<file path="src/rtl/bsup_pkg.sv">
package bsup_pkg;

    typedef struct packed {
        logic sw_req;
        logic ready;
        logic therm_now;
        logic therm_lat;
        logic gnd_loss;
        logic batt_high;
    } bsup_cond_t;

    typedef struct packed {
        logic kept_off;
        logic ready;
        logic on;
        logic uv;
        logic therm;
    } bsup_status_t;

    localparam int STATUS_W = $bits(bsup_status_t);

    function automatic logic bsup_enable(input logic allowed, input bsup_cond_t c);
        return allowed & c.sw_req & c.ready & ~c.therm_now & ~c.therm_lat
               & ~c.gnd_loss & ~c.batt_high;
    endfunction

endpackage

</file>
<file path="src/rtl/bsup_strap_sampler.sv">
module bsup_strap_sampler (
    input  logic clk,
    input  logic rst,
    input  logic level,
    output logic taken,
    output logic allowed
);
    logic taken_q, level_q;

    always_ff @(posedge clk) begin
        if (rst) begin
            taken_q <= 1'b0;
            level_q <= 1'b0;
        end else if (!taken_q) begin
            taken_q <= 1'b1;
            level_q <= level;
        end
    end

    assign taken   = taken_q;
    assign allowed = taken_q & level_q;
endmodule

</file>
<file path="src/rtl/bsup_therm_latch.sv">
module bsup_therm_latch (
    input  logic clk,
    input  logic rst,
    input  logic fault,
    input  logic rd_clr,
    output logic latched
);
    logic lat_q;

    // Set has priority: a read while the fault persists leaves the latch set.
    always_ff @(posedge clk) begin
        if (rst)         lat_q <= 1'b0;
        else if (fault)  lat_q <= 1'b1;
        else if (rd_clr) lat_q <= 1'b0;
    end

    assign latched = lat_q;
endmodule

</file>
<file path="src/rtl/bsup_status_reg.sv">
module bsup_status_reg
    import bsup_pkg::*;
(
    input  logic         clk,
    input  logic         rst,
    input  bsup_status_t next,
    output bsup_status_t cur
);
    always_ff @(posedge clk) begin
        if (rst) cur <= '0;
        else     cur <= next;
    end
endmodule

</file>
<file path="src/rtl/boost_enable_supervisor.sv">
module boost_enable_supervisor
    import bsup_pkg::*;
(
    input  logic clk,
    input  logic rst,
    input  logic sw_node_hi,
    input  logic ready_cmp,
    input  logic uv_cmp,
    input  logic therm_flt,
    input  logic gnd_loss,
    input  logic batt_high,
    input  logic sw_en_reg,
    input  logic flag_rd,
    output logic switch_en,
    output logic st_kept_off,
    output logic st_ready,
    output logic st_on,
    output logic st_uv,
    output logic st_therm,
    output logic fault_req
);
    logic         strap_taken, strap_ok, therm_lat, en_c;
    bsup_cond_t   cond;
    bsup_status_t stat_nx, stat_q;

    bsup_strap_sampler i_strap (
        .clk(clk), .rst(rst), .level(sw_node_hi),
        .taken(strap_taken), .allowed(strap_ok)
    );

    bsup_therm_latch i_therm (
        .clk(clk), .rst(rst), .fault(therm_flt), .rd_clr(flag_rd),
        .latched(therm_lat)
    );

    always_comb begin
        cond.sw_req    = sw_en_reg;
        cond.ready     = ready_cmp;
        cond.therm_now = therm_flt;
        cond.therm_lat = therm_lat;
        cond.gnd_loss  = gnd_loss;
        cond.batt_high = batt_high;
        en_c           = bsup_enable(strap_ok, cond) & ~rst;
    end

    always_comb begin
        stat_nx.kept_off = 1'b0;
        stat_nx.ready    = ready_cmp;
        stat_nx.on       = en_c;
        stat_nx.uv       = uv_cmp & strap_ok & sw_en_reg;
        stat_nx.therm    = 1'b0;
    end

    bsup_status_reg i_stat (
        .clk(clk), .rst(rst), .next(stat_nx), .cur(stat_q)
    );

    assign switch_en   = en_c;
    assign st_kept_off = strap_taken & ~strap_ok;
    assign st_ready    = stat_q.ready;
    assign st_on       = stat_q.on;
    assign st_uv       = stat_q.uv;
    assign st_therm    = therm_lat;
    assign fault_req   = stat_q.uv;
endmodule

</file>
<file path="config.mk">
export PLATFORM = sky130hd
export DESIGN_NAME = boost_enable_supervisor
export DESIGN_NICKNAME = d
export VERILOG_FILES = /design/src/rtl/bsup_pkg.sv /design/src/rtl/bsup_strap_sampler.sv /design/src/rtl/bsup_therm_latch.sv /design/src/rtl/bsup_status_reg.sv /design/src/rtl/boost_enable_supervisor.sv
export SDC_FILE = /design/constraint.sdc
export NUM_CORES = 1
export LEC_CHECK = 0
export BUFFER_PORTS_ARGS = -buffer_cell sky130_fd_sc_hd__buf_2
export CAP_MARGIN = 20
export CELL_PAD_IN_SITES_DETAIL_PLACEMENT = 0
export CELL_PAD_IN_SITES_GLOBAL_PLACEMENT = 1
export CORE_AREA = 8 8 45 47
export CTS_CLUSTER_SIZE = 16
export DETAILED_ROUTE_END_ITERATION = 7
export DIE_AREA = 0 0 53 55
export PLACE_DENSITY = 0.54
export SETUP_SLACK_MARGIN = 0.05
export SYNTH_ARGS = -nofsm -noshare
export SYNTH_HDL_FRONTEND = slang
export SYNTH_SLANG_ARGS = --single-unit
</file>
<file path="constraint.sdc">
create_clock -name clk -period 4.4 [get_ports clk]
set_clock_uncertainty 0.15 [all_clocks]
set_input_delay 1.1 -clock clk [delete_from_list [all_inputs] [get_ports clk]]
set_output_delay 1.1 -clock clk [all_outputs]
set_load 0.02 [all_outputs]
</file>
Word level (Yosys, flattened, before mapping). Cells that the tools add are included.

Output and inout bits: 7. Input port bits: 10. Register bits after elaboration: 6. Word-level logic and storage cells: 27.

Bitwise logic cells: 17. Mux-type cells: 3. Reductions and logical operators: 1.

Operators with widths (number): 1-bit bitwise AND (11); 1-bit NOT (6); 1-bit two-way mux (3); 2-bit nonzero test (1).

Depth between registers and ports, before layout.
Depth in word-level cells: 8. Gate-level depth with buffers: 2. Gate-level depth less buffers: 2.

Cells and area by module. Synthesis repeated with hierarchy kept, for this count alone.

Cells, all modules: 27. Area, all modules: 279.0 um^2.

By module, submodules not included: bsup_status_reg (seq. area each 100.1 um^2, area each 131.4 um^2, times used 1, cells an instance 10); bsup_strap_sampler (seq. area each 40.0 um^2, area each 65.1 um^2, times used 1, cells an instance 6); boost_enable_supervisor (seq. area each 0.0 um^2, area each 43.8 um^2, times used 1, cells an instance 7); bsup_therm_latch (seq. area each 20.0 um^2, area each 38.8 um^2, times used 1, cells an instance 4).

Worst setup path before layout. OpenSTA, ideal clock, no wires.

Kind: input-to-output. Start: input gnd_loss. End: output switch_en. Setup slack: 0.876 ns. Cell stages on the path: 2. Data required time: 3.150 ns. Data arrival time: 2.274 ns. Cell sequence: or4b_1 nor4_1.

Cells in the longest elaborated chain, start to end: 4.

Ends and longest elaborated chain: start: declaration (line boost_enable_supervisor.sv:10) `input logic gnd_loss,`; 1-bit NOT (line bsup_pkg.sv:24) `& ~c.gnd_loss & ~c.batt_high;`; 1-bit bitwise AND (2 in series) (line bsup_pkg.sv:24); 1-bit bitwise AND (line boost_enable_supervisor.sv:43) `en_c = bsup_enable(strap_ok, cond) & ~rst;`; end: declaration (line boost_enable_supervisor.sv:14) `output logic switch_en,`.

Every way passes these cells.

Worst setup path after layout. Ends and elaborated chain as after synthesis.

==> flow_summary.ini <==
[status]
status = finished, final reports clean

[worst_setup_path]
rrSetupSlack_ns = 3.43
crit_path_start = gnd_loss
regToRegEndpoint = i_stat.cur[2]$_SDFF_PP0_
crit_path_end = switch_en
crit_arrival_ns = 2.09
setup.worst_path.start_class = input pin
worst_setup_path_end_kind = output port
critical_path_class = in2out
critPathMaxFanout = 2
r2r_start = i_strap.taken$_DFF_P_
required_ns = 3.15
worstRegToRegCells = 2

[grt]
grt-ovfl-total = 0
first_global_vias = 196
antenna_found_initial = 0
grt_pass1_wl_um = 807
grt_usage = 0.0432
grt_start_max_net_pins = 6

[finish]
drive_gt1_frac = 0.541
register_area_um2 = 120
layout_commonest_cell = buf_2
nets = 49
design_area_um2 = 324
nFillCells = 153
diodes = 0
area_growth_pct = 55.1
fin_util = 0.234
fin_cells = 53
multi_input_area_um2 = 77.6
final_cell_mix = 16 x buf_2, 6 x dfxtp_1, 3 x clkbuf_4

[synthesis]
ys_types = 12
synthCells = 19
synth.avg_cell_area_um2 = 11.0
synth_warnings = 0
syn_nets = 29
syn_area_um2 = 209
ys_seq_area_frac = 0.575
yosys_register_bits = 6

[timing]
max_freq_mhz = 299
tightest_slew_ns = 0.220
rsz0062_at_grt = no
relSlewSlack = 0.852
setup_viol_count_final = 0
hold_violations = 0
period_needed_ns = 3.34
fin_tns_setup_ns = 0
post-route-period-util = 0.760
finalMaxSlewViolations = 0

[cts]
cts_resized = 0
cts_buffer_depth = 2
cts_tree = done
clock-sinks = 6
cts_max_level = 1
clk_latency_ns = 0.24
cts_root_buffer = clkbuf_4
clkTransAtPathRegs_ns = 0.05
postCtsHoldBufs = 0
cts_buffers = 3
cts_post_setup_buffers_inserted = 0

[floorplanning]
ios = 17
die_y_um = 55
initial_core_util = 0.151
die_x_um = 53
rows = 14
die_area_um2 = 2920
core_um2 = 1380

[place]
gp_congestion = 0.608
io_buffers = 16
placed_cell_area_um2 = 302
place_inst = 50

[detailed_routing]
drcViolationCount = 0
firstDrtPassIters = 2
routedWlPerCell_um = 10.5
routed_wirelength_um = 555
vias_per_cell = 3.57
antenna_left = 0
vias = 189
drtIter0Drc = 1

[power_and_ir_drop]
power_leakage_nw = 0.164
power_uw = 121
power_density_nw_per_um2 = 374
ir_drop_mv = 0.107

[run]
drv_cap = 0

[hold_path]
hold_path_class = reg2reg
routing by layer:
layer	GRT usage	part of all wire	vias to the layer above
li1	-	-	104
met1	0.0563	0.56	68
met2	0.0313	0.22	17
met3	0.0455	0.23	0
met4	0.0388	0	0
met5	0	0	-
cell families after synthesis:
group	synth area share
simple gates	0.287
buf+inv	0.0539
compound gates	0.0359
flops	0.575
mux	0.0479
worst max-delay path, cell delays in order:
cell and delay (ns):
buf_2 0.09, or4b_1 0.53, nor4_1 0.16, buf_2 0.21
through the flow:
step,worst slack [ns],hold WS (ns)
after floorplan,0.876,0.337
after global placement,1.03,0.330
after detailed placement,1.05,0.311
after CTS,1.05,0.319
after global routing,0.977,0.344
final,1.06,0.321
state kept, by name, indices dropped and copies added (netlist names):
register / flops
i_strap.taken: 1
i_strap.level_q: 1
i_therm.latched: 1
i_stat.cur: 3
power breakdown:
part / switching (mW) / leakage, nW / total, mW / internal (mW)
registers: 0.00137 / 0.0495 / 0.0581 / 0.0567
clock network: 0.0198 / 0.0138 / 0.0506 / 0.0309
logic: 0.00618 / 0.100 / 0.0125 / 0.00636
cells in the mapped netlist:
cell	number	area (um^2)
mux2i_1	1	10.0
nor2b_1	2	12.5
nor3b_1	1	7.51
nor2_1	1	3.75
or4b_1	1	10.0
o21a_1	1	7.51
and2b_2	1	8.76
nor4_1	2	12.5
nand3_1	1	5.00
buf_4	1	7.51
inv_1	1	3.75
dfxtp_1	6	120
final cells by class:
cell class | instances | share of cell area
Tap cell | 16 | 0.0618
Inverter | 1 | 0.0116
Multi-Input combinational cell | 11 | 0.239
Clock buffer | 3 | 0.0695
Sequential cell | 6 | 0.371
Timing Repair Buffer | 16 | 0.247
worst min-delay path by stage:
stage	from	to	slack, ns	cells after the start
global route	i_therm.latched$_SDFFE_PP0P_	i_stat.cur[2]$_SDFF_PP0_	0.34	1
global placement	i_therm.latched$_SDFFE_PP0P_	i_stat.cur[2]$_SDFF_PP0_	0.33	1
finish	i_therm.latched$_SDFFE_PP0P_	i_stat.cur[2]$_SDFF_PP0_	0.32	1
floorplan	i_strap.level_q$_SDFFE_PP0N_	i_strap.level_q$_SDFFE_PP0N_	0.34	2
CTS	i_therm.latched$_SDFFE_PP0P_	i_stat.cur[2]$_SDFF_PP0_	0.32	1
detailed placement	i_therm.latched$_SDFFE_PP0P_	i_stat.cur[2]$_SDFF_PP0_	0.31	1
(Power assumes the default switching activity.)
